$ cat src/rtl/mdio_cmd_pkg.sv
// Shared field positions of the command word and frame geometry.
package mdio_cmd_pkg;
    localparam int CMD_W       = 32;
    localparam int DATA_W      = 16;
    localparam int PRE_LEN     = 32;
    localparam int FRAME_LEN   = 64;
    localparam int IDX_W       = $clog2(FRAME_LEN);
    localparam int GO_BIT      = 31;
    localparam int RSVD_BIT    = 30;
    localparam int RD_OP_BIT   = 19;
    // bit time from which a read frame releases MDIO (turnaround start)
    localparam int TA_IDX      = FRAME_LEN - DATA_W - 2;
    // bit time of the first returned data bit
    localparam int RX_IDX      = FRAME_LEN - DATA_W;
endpackage

$ cat src/rtl/mdio_tick_gen.sv
// Half-period strobe generator for MDC.
// Assumes HALF_DIV >= 2; the count restarts whenever en is low.
module mdio_tick_gen #(
    parameter int HALF_DIV = 4
) (
    input  logic clk,
    input  logic rst_n,
    input  logic en,
    output logic tick
);
    localparam int CNT_W = (HALF_DIV > 2) ? $clog2(HALF_DIV) : 1;
    localparam logic [CNT_W-1:0] LAST = CNT_W'(HALF_DIV - 1);

    logic [CNT_W-1:0] cnt;

    // count system clocks within one MDC half period
    always_ff @(posedge clk) begin
        if (!rst_n || !en)
            cnt <= '0;
        else if (cnt == LAST)
            cnt <= '0;
        else
            cnt <= cnt + 1'b1;
    end

    assign tick = en && (cnt == LAST);
endmodule

$ cat src/rtl/mdio_frame_engine.sv
// Serialises one 64-bit management frame from the command word.
// Assumes cmd stays stable from start until done. MDC idles low, MDIO
// changes on the falling edge and read data is taken on the rising edge.
module mdio_frame_engine
    import mdio_cmd_pkg::*;
#(
    parameter int HALF_DIV = 4
) (
    input  logic              clk,
    input  logic              rst_n,
    input  logic              start,
    input  logic [CMD_W-1:0]  cmd,
    input  logic              mdio_i,
    output logic              mdc,
    output logic              mdio_o,
    output logic              mdio_oe,
    output logic              done,
    output logic [DATA_W-1:0] rx_data
);
    logic             running;
    logic             mdc_q;
    logic [IDX_W-1:0] bit_idx;
    logic             tick;
    logic             is_read;
    logic [FRAME_LEN-1:0] frame;

    mdio_tick_gen #(.HALF_DIV(HALF_DIV)) u_tick (
        .clk  (clk),
        .rst_n(rst_n),
        .en   (running),
        .tick (tick)
    );

    assign is_read = cmd[RD_OP_BIT];
    assign frame   = {{PRE_LEN{1'b1}}, cmd[17:16], cmd[19:18],
                      cmd[24:20], cmd[29:25], 2'b10, cmd[15:0]};

    // advance MDC phase, bit index and receive shifter
    always_ff @(posedge clk) begin
        if (!rst_n) begin
            running <= 1'b0;
            mdc_q   <= 1'b0;
            bit_idx <= '0;
            rx_data <= '0;
        end else if (start) begin
            running <= 1'b1;
            mdc_q   <= 1'b0;
            bit_idx <= '0;
        end else if (running && tick) begin
            if (!mdc_q) begin
                mdc_q <= 1'b1;
                if (is_read && (bit_idx >= IDX_W'(RX_IDX)))
                    rx_data <= {rx_data[DATA_W-2:0], mdio_i};
            end else begin
                mdc_q <= 1'b0;
                if (bit_idx == IDX_W'(FRAME_LEN - 1))
                    running <= 1'b0;
                else
                    bit_idx <= bit_idx + 1'b1;
            end
        end
    end

    assign mdc     = mdc_q;
    assign mdio_o  = running ? frame[~bit_idx] : 1'b0;
    assign mdio_oe = running && !(is_read && (bit_idx >= IDX_W'(TA_IDX)));
    assign done    = running && tick && mdc_q && (bit_idx == IDX_W'(FRAME_LEN - 1));

    AST_MDIO_STABLE_AT_RISE: assert property (@(posedge clk) disable iff (!rst_n)
        $rose(mdc_q) |-> $stable(mdio_o));
    AST_IDLE_RELEASED: assert property (@(posedge clk) disable iff (!rst_n)
        $past(done) |-> (!mdio_oe && !mdc_q));
endmodule

$ cat src/rtl/mdio_cmd_master.sv
// MDIO master controlled by one self-clearing 32-bit command word.
// Assumes software polls bit 31 before issuing the next command;
// writes while busy are dropped.
module mdio_cmd_master
    import mdio_cmd_pkg::*;
#(
    parameter int HALF_DIV = 4
) (
    input  logic        clk,
    input  logic        rst_n,
    input  logic        cmd_wr,
    input  logic [31:0] cmd_wdata,
    output logic [31:0] cmd_rdata,
    output logic        mdc,
    output logic        mdio_o,
    output logic        mdio_oe,
    input  logic        mdio_i
);
    logic [CMD_W-1:0]  cmd_q;
    logic              busy;
    logic              go;
    logic              eng_done;
    logic [DATA_W-1:0] eng_rx;

    assign busy = cmd_q[GO_BIT];
    assign go   = cmd_wr && !busy && cmd_wdata[GO_BIT];

    // hold the command word, clear go and store read data at frame end
    always_ff @(posedge clk) begin
        if (!rst_n) begin
            cmd_q <= '0;
        end else if (cmd_wr && !busy) begin
            cmd_q           <= cmd_wdata;
            cmd_q[RSVD_BIT] <= 1'b0;
        end else if (eng_done) begin
            cmd_q[GO_BIT] <= 1'b0;
            if (cmd_q[RD_OP_BIT])
                cmd_q[DATA_W-1:0] <= eng_rx;
        end
    end

    mdio_frame_engine #(.HALF_DIV(HALF_DIV)) u_engine (
        .clk    (clk),
        .rst_n  (rst_n),
        .start  (go),
        .cmd    (cmd_q),
        .mdio_i (mdio_i),
        .mdc    (mdc),
        .mdio_o (mdio_o),
        .mdio_oe(mdio_oe),
        .done   (eng_done),
        .rx_data(eng_rx)
    );

    assign cmd_rdata = cmd_q;

    AST_BUSY_HOLDS: assert property (@(posedge clk) disable iff (!rst_n)
        (busy && !eng_done) |=> busy);
    AST_BUSY_WRITE_DROPPED: assert property (@(posedge clk) disable iff (!rst_n)
        (busy && cmd_wr) |=> $stable(cmd_q[29:16]));
    AST_RSVD_ZERO: assert property (@(posedge clk) disable iff (!rst_n)
        cmd_rdata[RSVD_BIT] == 1'b0);
    AST_MDC_IDLE: assert property (@(posedge clk) disable iff (!rst_n)
        (!busy && !$past(go)) |-> !mdc);
endmodule

$ cat config.mk
export PLATFORM = sky130hd
export DESIGN_NAME = mdio_cmd_master
export DESIGN_NICKNAME = d
export VERILOG_FILES = /design/src/rtl/mdio_cmd_pkg.sv /design/src/rtl/mdio_tick_gen.sv /design/src/rtl/mdio_frame_engine.sv /design/src/rtl/mdio_cmd_master.sv
export SDC_FILE = /design/constraint.sdc
export NUM_CORES = 1
export LEC_CHECK = 0
export BUFFER_PORTS_ARGS = -buffer_cell sky130_fd_sc_hd__buf_2
export CAP_MARGIN = 20
export CORE_ASPECT_RATIO = 0.6
export CORE_MARGIN = 5
export CORE_UTILIZATION = 32
export CTS_BUF_LIST = sky130_fd_sc_hd__clkbuf_4 sky130_fd_sc_hd__clkbuf_8 sky130_fd_sc_hd__clkbuf_16
export CTS_CLUSTER_SIZE = 8
export DETAILED_ROUTE_END_ITERATION = 16
export HOLD_SLACK_MARGIN = 0.02
export SETUP_SLACK_MARGIN = 0.02
export SYNTH_ARGS = -nofsm -noshare
export SYNTH_HDL_FRONTEND = slang
export SYNTH_SLANG_ARGS = --single-unit
export TNS_END_PERCENT = 100
$ cat constraint.sdc
create_clock -name clk -period 3.98 [get_ports clk]
set_clock_uncertainty 0.05 [all_clocks]
set_input_delay 0.398 -clock clk [delete_from_list [all_inputs] [get_ports clk]]
set_output_delay 0.398 -clock clk [all_outputs]
set_load 0.02 [all_outputs]
# --- After elaboration in Yosys (flattened, before gate mapping) ---
# Index checks and enable logic that the tools add are counted.
op_classes:
  n_addsub: 2
  mul: 0
  div: 0
  order_cmp: 3
  n_eq_ne: 2
  n_shift: 0
  n_mux: 13
  bitwise: 5
  n_reduce_logical: 25
ops:
  columns: ["operator", "count"]
  rows:
  - ["$mux W16", 3]
  - ["$ge A6 B6 Y1 const B", 2]
  - ["$reduce_bool A2 Y1", 5]
  - ["$logic_and A1 B1 Y1", 9]
  - ["$mux W1", 9]
  - ["$lt A6 B7 Y1 const B", 1]
  - ["$add A6 B1 Y6 const B", 1]
  - ["$bmux W1 S6", 1]
  - ["$eq A6 B6 Y1 const B", 1]
  - ["$not A6 Y6", 1]
  - ["$reduce_and A3 Y1", 2]
  - ["$logic_not A1 Y1", 4]
  - ["$not A1 Y1", 4]
  - ["$reduce_and A4 Y1", 1]
  - ["$reduce_or A2 Y1", 2]
  - ["$add A2 B1 Y2 const B", 1]
  - ["$eq A2 B2 Y1 const B", 1]
  - ["$reduce_and A2 Y1", 1]
  - ["$logic_or A1 B1 Y1", 1]
totals:
  ff_bits: 57
  latchBits: 0
  ramBits: 0
  romBits: 0
  input_bits: 36
  output_inout_bits: 35
  n_memories: 0

# --- Logic depth before layout (Yosys ltp) ---
# Gate-level depths: netlist of the first run.
depth:
  word_depth: 7
  ltp_mapped: 6
  ltp_nobuf: 5

# --- Modules after synthesis ---
# From an unflattened synthesis of the first run, not the netlist that was laid out.
unflattened:
  hier_cells: 290
  area_unflattened_um2: 2782.7
modules_own_cells:
  columns: ["module", "instances", "cells_each", "area_each_um2", "seq_area_each_um2"]
  rows:
  - ["mdio_cmd_master", 1, 161, 1390.1, 620.6]
  - ["mdio_frame_engine", 1, 123, 1308.8, 480.5]
  - ["mdio_tick_gen", 1, 6, 83.8, 40.0]

# --- Least setup slack after synthesis of the first run ---
# No wires, ideal clock.
synth_timing:
  kind: "register -> output"
  from: "register u_engine.bit_idx[0]"
  to: "output port mdio_o"
  arrival_time_ns: 1.951
  setup_slack_ns: 1.581
  path_stages_with_launch: 5
  cell_sequence: "dfxtp_1 clkbuf_1 mux4_2 a311o_1 nor4_2"
synth_between:
  elab_chain_len: 4
synth_rtl:
  columns: ["item", "line", "rtl"]
  rows:
  - ["from (decl)", "mdio_frame_engine.sv:22", "logic [IDX_W-1:0] bit_idx;"]
  - ["from (signal assigned)", "mdio_frame_engine.sv:59", "bit_idx <= bit_idx + 1'b1;"]
  - ["$not A6 Y6", "mdio_frame_engine.sv:65", "assign mdio_o = running ? frame[~bit_idx] : 1'b0;"]
  - ["$bmux W1 S6", "mdio_frame_engine.sv:65", null]
  - ["$mux W1 (not written as such)", "mdio_frame_engine.sv:65", null]
  - ["$mux W1", "mdio_frame_engine.sv:65", null]
  - ["to (decl)", "mdio_cmd_master.sv:15", "output logic mdio_o,"]
# Every way passes these cells. The select of a mux whose other input is x is not followed.

# --- Final worst setup path of the first run ---
layout_timing:
  from: "register u_engine.bit_idx[1]"
  to: "output port mdio_o"
# Same word-level chain as after synthesis.

==> results by stage, run 1 <==
Yosys:
- Of the total synthesized cell area, the portion taken by AND, OR, NAND and NOR gates is 0.224.
- After synthesis, the largest family of logic cells by area is simple AND/OR/NAND/NOR gates.
- The post-synthesis compound-gate area fraction is 0.150.
- When the netlist entered floorplanning its net count stood at 326.
- The fraction of synthesized area in multiplexers is 0.128.
- In this run, synthesis inferred 0 flip-flops with an integrated enable.
- A synthesized cell averages 9.38 sq um.
- For this run, the leading register cell type out of synthesis is dfxtp_1.
- Of the total synthesized cell area, the portion taken by XOR and XNOR cells is 0.0195.
- Ranked by total cell area, the synthesized netlist is headed by dfxtp_1 42%, nand2_1 9.3%, mux2i_1 7.8%.
- The number of warning messages in the yosys log is 0.
- The top cell type by total area after synthesis is dfxtp_1.
- The arithmetic-cell share of the synthesized area counting full adders, half adders and majority gates is 0.00927.
- The share of the Yosys chip area taken by registers is 0.423.
- Of all flip-flops after synthesis, the portion carrying an async set or reset was 0.
- The netlist area before placement is 2700 sq um.
- The number of instances in the synthesized netlist is 288.
- Of the post-synthesis cell area, the dominant cell type holds 0.423.
- The post-synthesis cell type count is 42.
- In this run, synthesis produced a sequential element count of 57.

Power and ir drop:
- IR analysis of the VDD net gives a maximum drop of 0.227 mV.
- The total power density per cell area is 459 nW/um^2.
- For this design the static power due to leakage is 1.53 nW.

Floorplanning:
- The die area is 10400 sq um.
- 71 I/O pins were placed.
- The total core area is 8040 sq um.
- The initial cell density of the core is 0.336.
- The overall die height is 81.2 um.
- The initialized floorplan defines 25 standard-cell rows.
- The floorplan die width is 129 um.

Clock tree:
- The number of clock buffers added by TritonCTS is 9.
- The post-cts hold buffer count is 0.
- The count of cells resized by post-cts repair is 0.
- The tree built by TritonCTS fans out to 57 sinks.
- TritonCTS built the clock tree.
- The clock slew seen by the registers of the worst setup and hold paths is 0.05 ns.
- The H-tree generated during clock tree synthesis spans 3 levels.
- The clock root buffer master is clkbuf_16.
- The number of buffers inserted by post-CTS setup repair is 0.
- The number of buffers on the longest clock path is 2.
- Clock latency on the worst-skew pair, taken at its later pin, is 0.31 ns.

STA:
- The transition time of the tightest slew-check pin is 0.821 ns.
- The final number of hold-violating endpoints is 0.
- The final-layout setup total negative slack is 0 ns.
- Setup repair after global routing left no endpoint under its margin.
- Headroom to the max-slew limit came out at 0.453.
- The period utilization is 0.759.
- The total setup violations reported at the end of the flow is 0.
- The max-slew violation count is 0.
- Derived from the worst setup path, the maximum achievable clock frequency is 331 MHz.
- After layout, the minimum clock period comes to 3.02 ns.

Worst setup path:
- Walking the worst path, the cells encountered are mux4_2 -> nor2b_1 -> a2111oi_0 -> nor4_2 -> buf_2.
- STA classifies the critical path endpoint as an output port.
- The critical path is of the register to output port type.
- In this design, the stage delay of the slowest critical-path cell is 0.69 ns.
- Counting both buffers and inverters, the worst setup path holds a total of 1.
- The worst-path cell with the longest stage delay is dfxtp_1.
- Of all nets on the critical path, the largest fanout is 15.
- The kind of start point of the critical path is a register.
- The family with the most delay on the worst path is flip-flops.
- At the worst endpoint, the arrival time is 2.57 ns.
- Data on the critical path is required at its endpoint by 3.53 ns.

Place:
- Counting tap cells, the placed design contains a total of 445 instances.
- The placer congestion estimate is 0.856.
- The quantity of I/O buffers inserted on ports is 68.
- The HPWL after detailed placement is 4680 um.

GRT:
- Entering global routing, the biggest net connects 52 pins.
- Across every metal layer, demand over resource in global routing totals 0.135.
- The number of global-route vias before repair is 2240.
- Summed over all layers, the global routing overflow is 0.
- The number of antenna violations at the first check in global routing is 0.
- The wire length of the first global-routing pass is 11100 um.

Layout:
- The share of cells above drive strength 1 is 0.286.
- Registers take 1140 sq um.
- For this run, the number of standard cells in the final layout without fillers is 461.
- The layout has 790 filler cells.
- The commonest non-fill, non-tap cell in the layout is buf_2.
- The area occupied by multi-input gates is 1450 sq um.
- The area growth from synthesis to layout is 26.7%.
- The repair_antennas step left the layout with diodes totalling 0.
- The net count of the finished layout is 386.
- Leaving out fill and tap cells, the most frequent cells in the layout are 68 x buf_2, 67 x nand2_1, 57 x dfxtp_1, 21 x mux2i_1, 18 x nand3_1.

Routing:
- The length of the first detailed-routing pass in iterations is 4.
- For this block, the routed nets add up to 6600 um of wire.
- The detail route stage leaves a number of antenna-violating nets equal to 0.
- After detailed routing, the number of vias per cell comes to 4.82.
- The violation count after the first detailed-route iteration is 75.
- The residual DRC count is 0.
- In the final routed layout, each cell accounts on average for 14.3 um.
- The vias after detailed routing is 2222.

Hold path:
- The classification of the worst-slack hold path is primary input to register.

Flow run:
- Max-cap violations in this run came to 0.

Status:
- The run finished with clean final reports.
cells by family after synthesis:
group / Yosys count
AO/OA/AOI/OAI: 44
XOR/XNOR: 6
adder cells (fa/ha/maj): 2
buffers and inverters: 25
flip-flops: 57
multiplexers: 27
other: 1
AND/OR/NAND/NOR: 126
layout make-up:
class,count,area share
Multi-Input combinational cell,206,0.424
Timing Repair Buffer,72,0.108
Tap cell,108,0.0395
Inverter,2,0.00219
Sequential cell,57,0.333
Clock buffer,14,0.0823
Clock inverter,2,0.0102
worst reg2reg max path, stage by stage, from the launching register on:
cell	delay, ns
dfxtp_1	0.69
ha_1	0.32
nand3_1	0.20
o41ai_4	0.26
buf_4	0.35
nand3_1	0.13
o211a_1	0.15
synth_stat cells, types with 3 or more instances:
master / n
xor2_1: 5
buf_6: 3
mux4_2: 6
nand2_1: 67
nor2_1: 7
a21boi_0: 16
o211a_1: 16
dfxtp_1: 57
mux2i_1: 21
and3_1: 3
nor2b_1: 18
clkbuf_1: 17
nand3_1: 18
metal layers:
metal	up-vias	track usage	wire length, um
met1	1044	0.192	3520
met5	-	0	0
met2	48	0.197	2730
met4	0	0.0377	40
met3	4	0.0401	302
li1	1126	-	-
worst paths after layout:
path                     startpoint                      to  slack, ns  cells past startpoint
max reg2reg     u_engine.bit_idx[1]           cmd_rdata[10]       1.72                      6
max             u_engine.bit_idx[1]                  mdio_o       0.96                      5
min                   cmd_wdata[20]           cmd_rdata[20]       0.28                      3
min reg2reg  u_engine.u_tick.cnt[0]  u_engine.u_tick.cnt[0]       0.38                      1
state kept, by name, indices dropped and copies added, names as in the netlist:
name and cells:
u_engine.rx_data 16, u_engine.u_tick.cnt 2, u_engine.running 1, u_engine.mdc 1
cmd_rdata 31, u_engine.bit_idx 6
metrics by stage:
| step | setup WS, ns | utilization | total power, W | cell area (sq um) | hold slack (ns) |
|---|---|---|---|---|---|
| after floorplan | 1.58 | - | 0.000724 | 2700 | 0.356 |
| after detailed placement | 1.26 | 0.386 | 0.000790 | 3110 | 0.374 |
| after global placement | 1.24 | 0.386 | 0.000788 | 3110 | 0.365 |
| after CTS | 0.919 | 0.426 | 0.00159 | 3420 | 0.268 |
| final | 0.959 | 0.426 | 0.00157 | 3420 | 0.279 |
| after global routing | 0.726 | 0.426 | 0.00163 | 3420 | 0.291 |
report_power, final:
part           internal [W]  switching (W)  total [W]
clock network      0.000548       0.000247   0.000795
logic             0.0000650      0.0000942   0.000159
registers          0.000596      0.0000223   0.000618
Power figures use the tool's default switching activity.
==> run 2: changes to the inputs <==
==> constraint.sdc (replaced) <==
create_clock -name clk -period 2.91 [get_ports clk]
set_clock_uncertainty 0.05 [all_clocks]
set_input_delay 0.291 -clock clk [delete_from_list [all_inputs] [get_ports clk]]
set_output_delay 0.291 -clock clk [all_outputs]
set_load 0.02 [all_outputs]
==> run 2 against run 1 <==
Largest power group unchanged. Highest routed layer unchanged. Core utilization down 0.12 points. Critical endpoint unchanged. Critical path depth unchanged. Sequential cell count unchanged. Critical path type unchanged. Design area down 0.29%. Sequential power up 37%.
==> results by stage, run 2 (synthesis results as in run 1) <==
Clock tree:
- The number of CTS-inserted buffers is 9 (unchanged).
- The sink count of the clock tree is 57 (unchanged).
- The clock root buffer master is clkbuf_16.
- The CTS H-tree depth is 3 (unchanged).
- The clock latency of the later-clocked register in the worst-skew pair is 0.32 ns (about the same).
- The number of buffers on the longest clock path was 2 (unchanged).
- The number of buffers inserted by post-CTS setup repair was 0 (unchanged).
- TritonCTS built the clock tree.
- The clock slew seen by the registers of the worst setup and hold paths is 0.05 ns (about the same).

Routing:
- The violation count after the first detailed-route iteration is 89 (+19%).
- The vias after detailed routing is 2206 (-0.72%).
- The residual DRC count is 0 (unchanged).
- The average via count per standard cell is 4.75 (-1.4%).
- The routed wire length is 6630 um (+0.50%).
- The length of the first detailed-routing pass in iterations is 4 (unchanged).
- The count of antenna-violating nets left after detailed routing was 0 (unchanged).
- The per-cell routed wire length is 14.3 um (-0.15%).

Layout:
- The commonest non-fill, non-tap cell in the layout is buf_2.
- The number of flip-flops under the largest register name was 31 (unchanged).
- The area taken by flip-flops and latches was 1140 sq um (unchanged).
- The area occupied by multi-input gates is 1450 sq um (about the same).
- In the layout the commonest cells are 68 x buf_2, 67 x nand2_1, 57 x dfxtp_1, 21 x mux2i_1, 18 x nand3_1.
- The number of fill cells in the layout came to 784 (-0.76%).
- The signed area change from the synthesized netlist to the final layout is 26.4%.
- The final net count is 389 (+0.78%).
- The share of cells above drive strength 1 is 0.292 (+0.00602).
- The antenna diode instance count is 0 (unchanged).
- The non-filler instance count after layout was 464 (+0.65%).

Floorplanning:
- The die area is 10400 sq um (unchanged).
- The row count is 25 (unchanged).
- The total core area is 8040 sq um (unchanged).
- The overall die height is 81.2 um (unchanged).
- The number of top-level pins came to 71 (unchanged).
- The floorplan die width is 129 um (unchanged).
- The initial cell density of the core was 0.336 (unchanged).

STA:
- The worst hold-check slack is 0.164 ns (-0.115 ns).
- The final number of hold-violating endpoints is 0 (unchanged).
- The final-layout setup total negative slack is 0 ns (unchanged).
- The time the final worst path needs with I/O delays and setup is 2.63 ns.
- The transition time of the tightest slew-check pin was 0.510 ns (-0.310 ns).
- Of the available clock period, the critical path in the final layout requires 0.904.
- The remaining max-slew budget at the tightest pin was 0.659 (+0.206).
- The total setup violations reported at the end of the flow is 0 (unchanged).
- Setup repair after global routing left no endpoint under its margin.
- Timing would allow up to 380 MHz.
- The max-slew violation count is 0 (unchanged).

Worst setup path:
- The worst-path maximum fanout is 6 (-9).
- The worst register-to-register path ends at cmd_rdata[5].
- The critical path arrival was 2.29 ns (-0.28 ns).
- The maximum single-stage delay on the critical path is 0.54 ns (-0.15 ns).
- STA classifies the critical path startpoint as a register.
- The capturing element type of the critical path is an output port.
- By startpoint and endpoint, the worst setup path is classified as register to output port.
- Among all stages on the critical path, the largest delay is contributed by mux4_2.
- The launch point of the worst reg-to-reg path is u_engine.bit_idx[1].
- Broken down by cell family, the worst path's largest delay share belongs to multiplexers.
- The reg2reg setup slack is 0.74 ns (-0.98 ns).
- The signal on the critical path passes through mux4_2 -> nor2b_1 -> a2111oi_1 -> nor4_2 -> buf_2.
- The depth of the most critical reg-to-reg path is 7 (+1).
- The buffering stage count on the worst path with inverters included came to 1 (unchanged).
- The worst endpoint required time is 2.57 ns (-0.96 ns).

Status:
- The run finished with clean final reports.

Hold path:
- In this run the worst hold path is classified as primary input to register.
- The end point of the most critical hold path is cmd_rdata[25].
- The beginning of the worst hold path is cmd_wdata[25].
- The number of cells on the worst hold path was 3 (unchanged).

Power and ir drop:
- The peak supply drop was 0.253 mV (+11%).
- The proportion of power drawn by the clock network came to 0.479 (-0.027).
- The switching power total was 0.000500 W (+37%).
- The switching share of total power is 0.245 (+0.0137).
- The internal power summed over all cells came to 0.00154 W (+27%).
- The relative contribution of combinational cells to total power was 0.107 (+0.006).
- The fraction of power consumed by sequential logic is 0.414 (+0.021).
- The static leakage power came to 1.53 nW (+0.12%).
- The total power density per cell area was 598 nW/um^2 (+30%).

GRT:
- The largest net degree at the start of global routing was 33 (-37%).
- The total grt overflow was 0 (unchanged).
- The number of antenna violations at the first check in global routing was 0 (unchanged).
- The met1 global-route usage is 0.190 (-0.00217).
- The global-route total usage across every layer is 0.135 (about the same).
- The number of global-route vias before repair is 2221 (-0.85%).
- The wire length of the first global-routing pass is 11200 um (+0.19%).
- The met2 track utilization from global routing is 0.194 (-0.00312).
- The global routing met3 resource utilization came to 0.0519 (+0.0118).
- The layer flagged by global routing as most heavily used is met2.

Place:
- The HPWL after detailed placement is 4730 um (+1.0%).
- The total instance count after detailed placement is 448 (+0.67%).
- The quantity of I/O buffers inserted on ports is 68 (unchanged).
- The placer congestion estimate is 0.837 (-2.2%).

Flow run:
- The number of max-capacitance violations reported is 0 (unchanged).
run 2: timing repair:
item | 4_1_cts | 5_1_grt
gates resized for setup | 0 | 1
endpoints found under the setup margin | 0 | 1
hold buffers | 0 | 0
run 2: stage by stage:
stage / total power (W) / area, sq um / setup WS [ns] / utilization
2_1_floorplan: 0.000991 / 2700 / 0.618 / -
3_3_place_gp: 0.00108 / 3130 / 0.549 / 0.389
3_5_place_dp: 0.00108 / 3130 / 0.512 / 0.389
4_1_cts: 0.00207 / 3410 / 0.157 / 0.424
5_1_grt: 0.00213 / 3410 / 0.115 / 0.424
6_report: 0.00204 / 3410 / 0.280 / 0.424
run 2: final cells by class:
| type | instances | share of cell area |
|---|---|---|
| Multi-Input combinational cell | 206 | 0.426 |
| Sequential cell | 57 | 0.334 |
| Timing Repair Buffer | 75 | 0.115 |
| Clock buffer | 13 | 0.0785 |
| Tap cell | 108 | 0.0396 |
| Clock inverter | 3 | 0.00440 |
| Inverter | 2 | 0.00220 |
run 2: how the worst max path moves through the flow:
stage | startpoint | end | slack (ns) | cells past startpoint
detailed placement | u_engine.bit_idx[1] | mdio_o | 0.51 | 5
CTS | u_engine.bit_idx[1] | mdio_o | 0.16 | 5
floorplan | u_engine.bit_idx[0] | mdio_o | 0.62 | 4
global placement | u_engine.bit_idx[1] | mdio_o | 0.55 | 5
finish | u_engine.bit_idx[1] | mdio_o | 0.28 | 5
global route | u_engine.bit_idx[1] | mdio_o | 0.11 | 5
run 2: worst register-to-register path: stages, from the launching register on:
cell     delay (ns)
dfxtp_1        0.50
buf_4          0.24
ha_1           0.20
nand3_1        0.20
o41ai_4        0.25
buf_4          0.36
nand3_1        0.12
o211a_1        0.14
run 2: power groups by stage:
stage          Combinational [W]  Sequential (W)  Clock, W
3_5_place_dp            0.000221        0.000861         0
3_3_place_gp            0.000217        0.000861         0
4_1_cts                 0.000222        0.000845  0.000998
5_1_grt                 0.000242        0.000849   0.00104
6_report                0.000218        0.000845  0.000976
2_1_floorplan           0.000102        0.000889         0
run 2: routing by layer:
| layer | up-vias | wire [um] |
|---|---|---|
| met5 | - | 0 |
| met4 | 0 | 19 |
| met3 | 2 | 401 |
| met2 | 61 | 2810 |
| met1 | 1010 | 3400 |
| li1 | 1133 | - |
==> run 3: changes to the inputs <==
--- a/config.mk
+++ b/config.mk
@@ -6,9 +6,9 @@
 export NUM_CORES = 1
 export LEC_CHECK = 0
 export BUFFER_PORTS_ARGS = -buffer_cell sky130_fd_sc_hd__buf_2
-export CAP_MARGIN = 20
+export CAP_MARGIN = 0
 export CORE_ASPECT_RATIO = 0.6
-export CORE_MARGIN = 5
+export CORE_MARGIN = 1.5
 export CORE_UTILIZATION = 32
 export CTS_BUF_LIST = sky130_fd_sc_hd__clkbuf_4 sky130_fd_sc_hd__clkbuf_8 sky130_fd_sc_hd__clkbuf_16
 export CTS_CLUSTER_SIZE = 8
==> constraint.sdc (replaced) <==
create_clock -name clk -period 2.76 [get_ports clk]
set_clock_uncertainty 0.05 [all_clocks]
set_input_delay 0.276 -clock clk [delete_from_list [all_inputs] [get_ports clk]]
set_output_delay 0.276 -clock clk [all_outputs]
set_load 0.02 [all_outputs]
==> run 3 against run 2 <==
Sequential power grew 5.6%. Cell count is the same. Sequential cell count did not move. Combinational power grew 5%. Via count rose by 2.1%. Largest cell class unchanged.
==> results by stage, run 3 (synthesis results as in run 1) <==
Status:
- The run finished with clean final reports.

Layout:
- The number of flip-flops under the largest register name is 31 (unchanged).
- The commonest non-fill, non-tap cell in the layout is buf_2.
- The final net count is 389 (unchanged).
- The share of cells above drive strength 1 came to 0.290 (-0.00199).
- The signed area change from the synthesized netlist to the final layout is 25.9%.
- In the layout the commonest cells are 68 x buf_2, 67 x nand2_1, 57 x dfxtp_1, 21 x mux2i_1, 18 x nand3_1.

Routing:
- The per-cell routed wire length is 13.8 um (-3.6%).
- The sum of met2 wire segment lengths after detailed routing is 2590 um (-7.9%).
- The met3 wire length is 311 um (-22%).
- The count of antenna-violating nets left after detailed routing is 0 (unchanged).
- The average via count per standard cell is 4.85 (+2.1%).
- The violation count after the first detailed-route iteration came to 87 (-2.2%).
- The residual DRC count is 0 (unchanged).
- The vias after detailed routing came to 2252 (+2.1%).
- The wire length the detailed router placed on met1 is 3460 um (+1.6%).
- The length of the first detailed-routing pass in iterations is 4 (unchanged).
- The routed wire length is 6390 um (-3.6%).
- The top metal layer carrying routed signals is met4.

GRT:
- The total grt overflow is 0 (unchanged).
- The wire length of the first global-routing pass came to 10300 um (-7.3%).
- The global-route total usage across every layer was 0.150 (+0.0150).
- The number of antenna violations at the first check in global routing is 0 (unchanged).
- The largest net degree at the start of global routing is 33 (unchanged).
- The number of global-route vias before repair is 2060 (-7.2%).

Hold path:
- The path class of the tightest hold or removal check is primary input to register.
- The end point of the most critical hold path is cmd_rdata[29].
- The number of cells on the worst hold path was 3 (unchanged).
- The worst hold path begins at cmd_wdata[29].

Clock tree:
- The count of cells resized by post-cts repair is 0 (unchanged).
- The sink count of the clock tree is 57 (unchanged).
- The number of CTS-inserted buffers is 9 (unchanged).
- TritonCTS built the clock tree.
- The post-cts hold buffer count is 0 (unchanged).
- The clock latency of the later-clocked register in the worst-skew pair is 0.31 ns (about the same).
- The clock root buffer master is clkbuf_16.
- The CTS H-tree depth is 3 (unchanged).
- The number of buffers inserted by post-CTS setup repair came to 0 (unchanged).
- The clock slew seen by the registers of the worst setup and hold paths is 0.05 ns (about the same).
- The number of buffers on the longest clock path was 2 (unchanged).

STA:
- Setup repair after global routing left no endpoint under its margin.
- The final number of hold-violating endpoints is 0 (unchanged).
- The max-slew violation count is 0 (unchanged).
- The post-layout worst setup margin is 0.143 ns (-0.137 ns).
- The upper clock frequency limit is 382 MHz.
- The final-layout setup total negative slack came to 0 ns (unchanged).
- The total setup violations reported at the end of the flow is 0 (unchanged).
- The worst path needs 2.62 ns of the cycle, external delays included.
- In the finished design, the share of the clock period the worst path needs comes to 0.948.

Worst setup path:
- The worst-path maximum fanout is 11 (+5).
- The kind of start point of the critical path is a register.
- STA classifies the critical path endpoint as an output port.
- The capture point of the worst reg-to-reg path is cmd_rdata[6].
- The worst endpoint required time is 2.43 ns (-0.14 ns).
- The depth of the most critical reg-to-reg path is 7 (unchanged).
- The critical path arrival is 2.29 ns (about the same).
- The worst register-to-register path begins at u_engine.bit_idx[1].
- The reg2reg setup slack is 0.58 ns (-0.16 ns).
- The setup path with the least slack is of type register to output port.

Floorplanning:
- The total core area is 8040 sq um (unchanged).
- The row count is 25 (unchanged).
- The number of top-level pins is 71 (unchanged).
- The die area is 9020 sq um (-14%).
- The floorplan die width is 122 um (-5.4%).
- The overall die height is 74.2 um (-8.6%).
- The initial cell density of the core is 0.336 (unchanged).

Power and ir drop:
- The peak supply drop is 0.337 mV (+33%).
- The static leakage power is 1.52 nW (-0.51%).
- The total power density per cell area is 618 nW/um^2 (+3.4%).

Place:
- The quantity of I/O buffers inserted on ports is 68 (unchanged).
- The HPWL after detailed placement is 4530 um (-4.1%).
- The minimum setup slack after placement was 0.419 ns (-0.0929 ns).
- The placer congestion estimate is 0.884 (+5.6%).

Flow run:
- The number of max-capacitance violations reported is 0 (unchanged).
-- run 3: cell types whose count changed in the layout (fill, tap and decap cells not counted), sizes merged --
| cell | before | now |
|---|---|---|
| clkinv | 3 | 4 |
| diode | 0 | 1 |
| clkbuf | 13 | 11 |
-- run 3: area by class of cell --
type | count | area [sq um]
fill | 799 | 4640
clock inverter | 4 | 20.0
tap | 108 | 135
multi-input combinational | 206 | 1450
clock buffer | 11 | 246
inverter | 2 | 7.51
timing repair buffer | 75 | 393
antenna | 1 | 2.50
sequential | 57 | 1140
-- run 3: worst max path at each step --
stage,start,endpoint,depth (start not counted)
CTS,u_engine.bit_idx[1],mdio_o,5
global route,u_engine.bit_idx[1],mdio_o,5
detailed placement,u_engine.bit_idx[1],mdio_o,5
finish,u_engine.bit_idx[0],mdio_o,4
floorplan,u_engine.bit_idx[0],mdio_o,4
global placement,u_engine.bit_idx[1],mdio_o,5
-- run 3: metrics by stage --
step / std cells / utilization / hold slack (ns) / total power (W) / cell area, sq um
final: 464 / 0.423 / 0.157 / 0.00210 / 3400
after global routing: 463 / 0.422 / 0.158 / 0.00219 / 3400
after CTS: 463 / 0.422 / 0.148 / 0.00212 / 3390
after detailed placement: 448 / 0.389 / 0.381 / 0.00114 / 3130
after global placement: 448 / 0.389 / 0.365 / 0.00114 / 3130
after floorplan: 288 / - / 0.356 / 0.00104 / 2700
-- run 3: worst max-delay path: stages (launching register included) --
cell and delay, ns:
dfxtp_1 0.60, mux4_2 0.60, a311o_1 0.34, nor4_2 0.22, buf_2 0.21
-- run 3: per-layer routing --
metal,global-route usage,vias up
met1,0.213,1047
li1,-,1135
met5,0,-
met4,0.0392,0
met2,0.219,66
met3,0.0491,4
-- run 3: report_power, final --
part | leakage, nW | switching [W] | internal [W]
clock | 0.138 | 0.000352 | 0.000628
combinational | 0.920 | 0.000134 | 0.0000941
sequential | 0.465 | 0.0000326 | 0.000859
total | 1.52 | 0.000519 | 0.00158
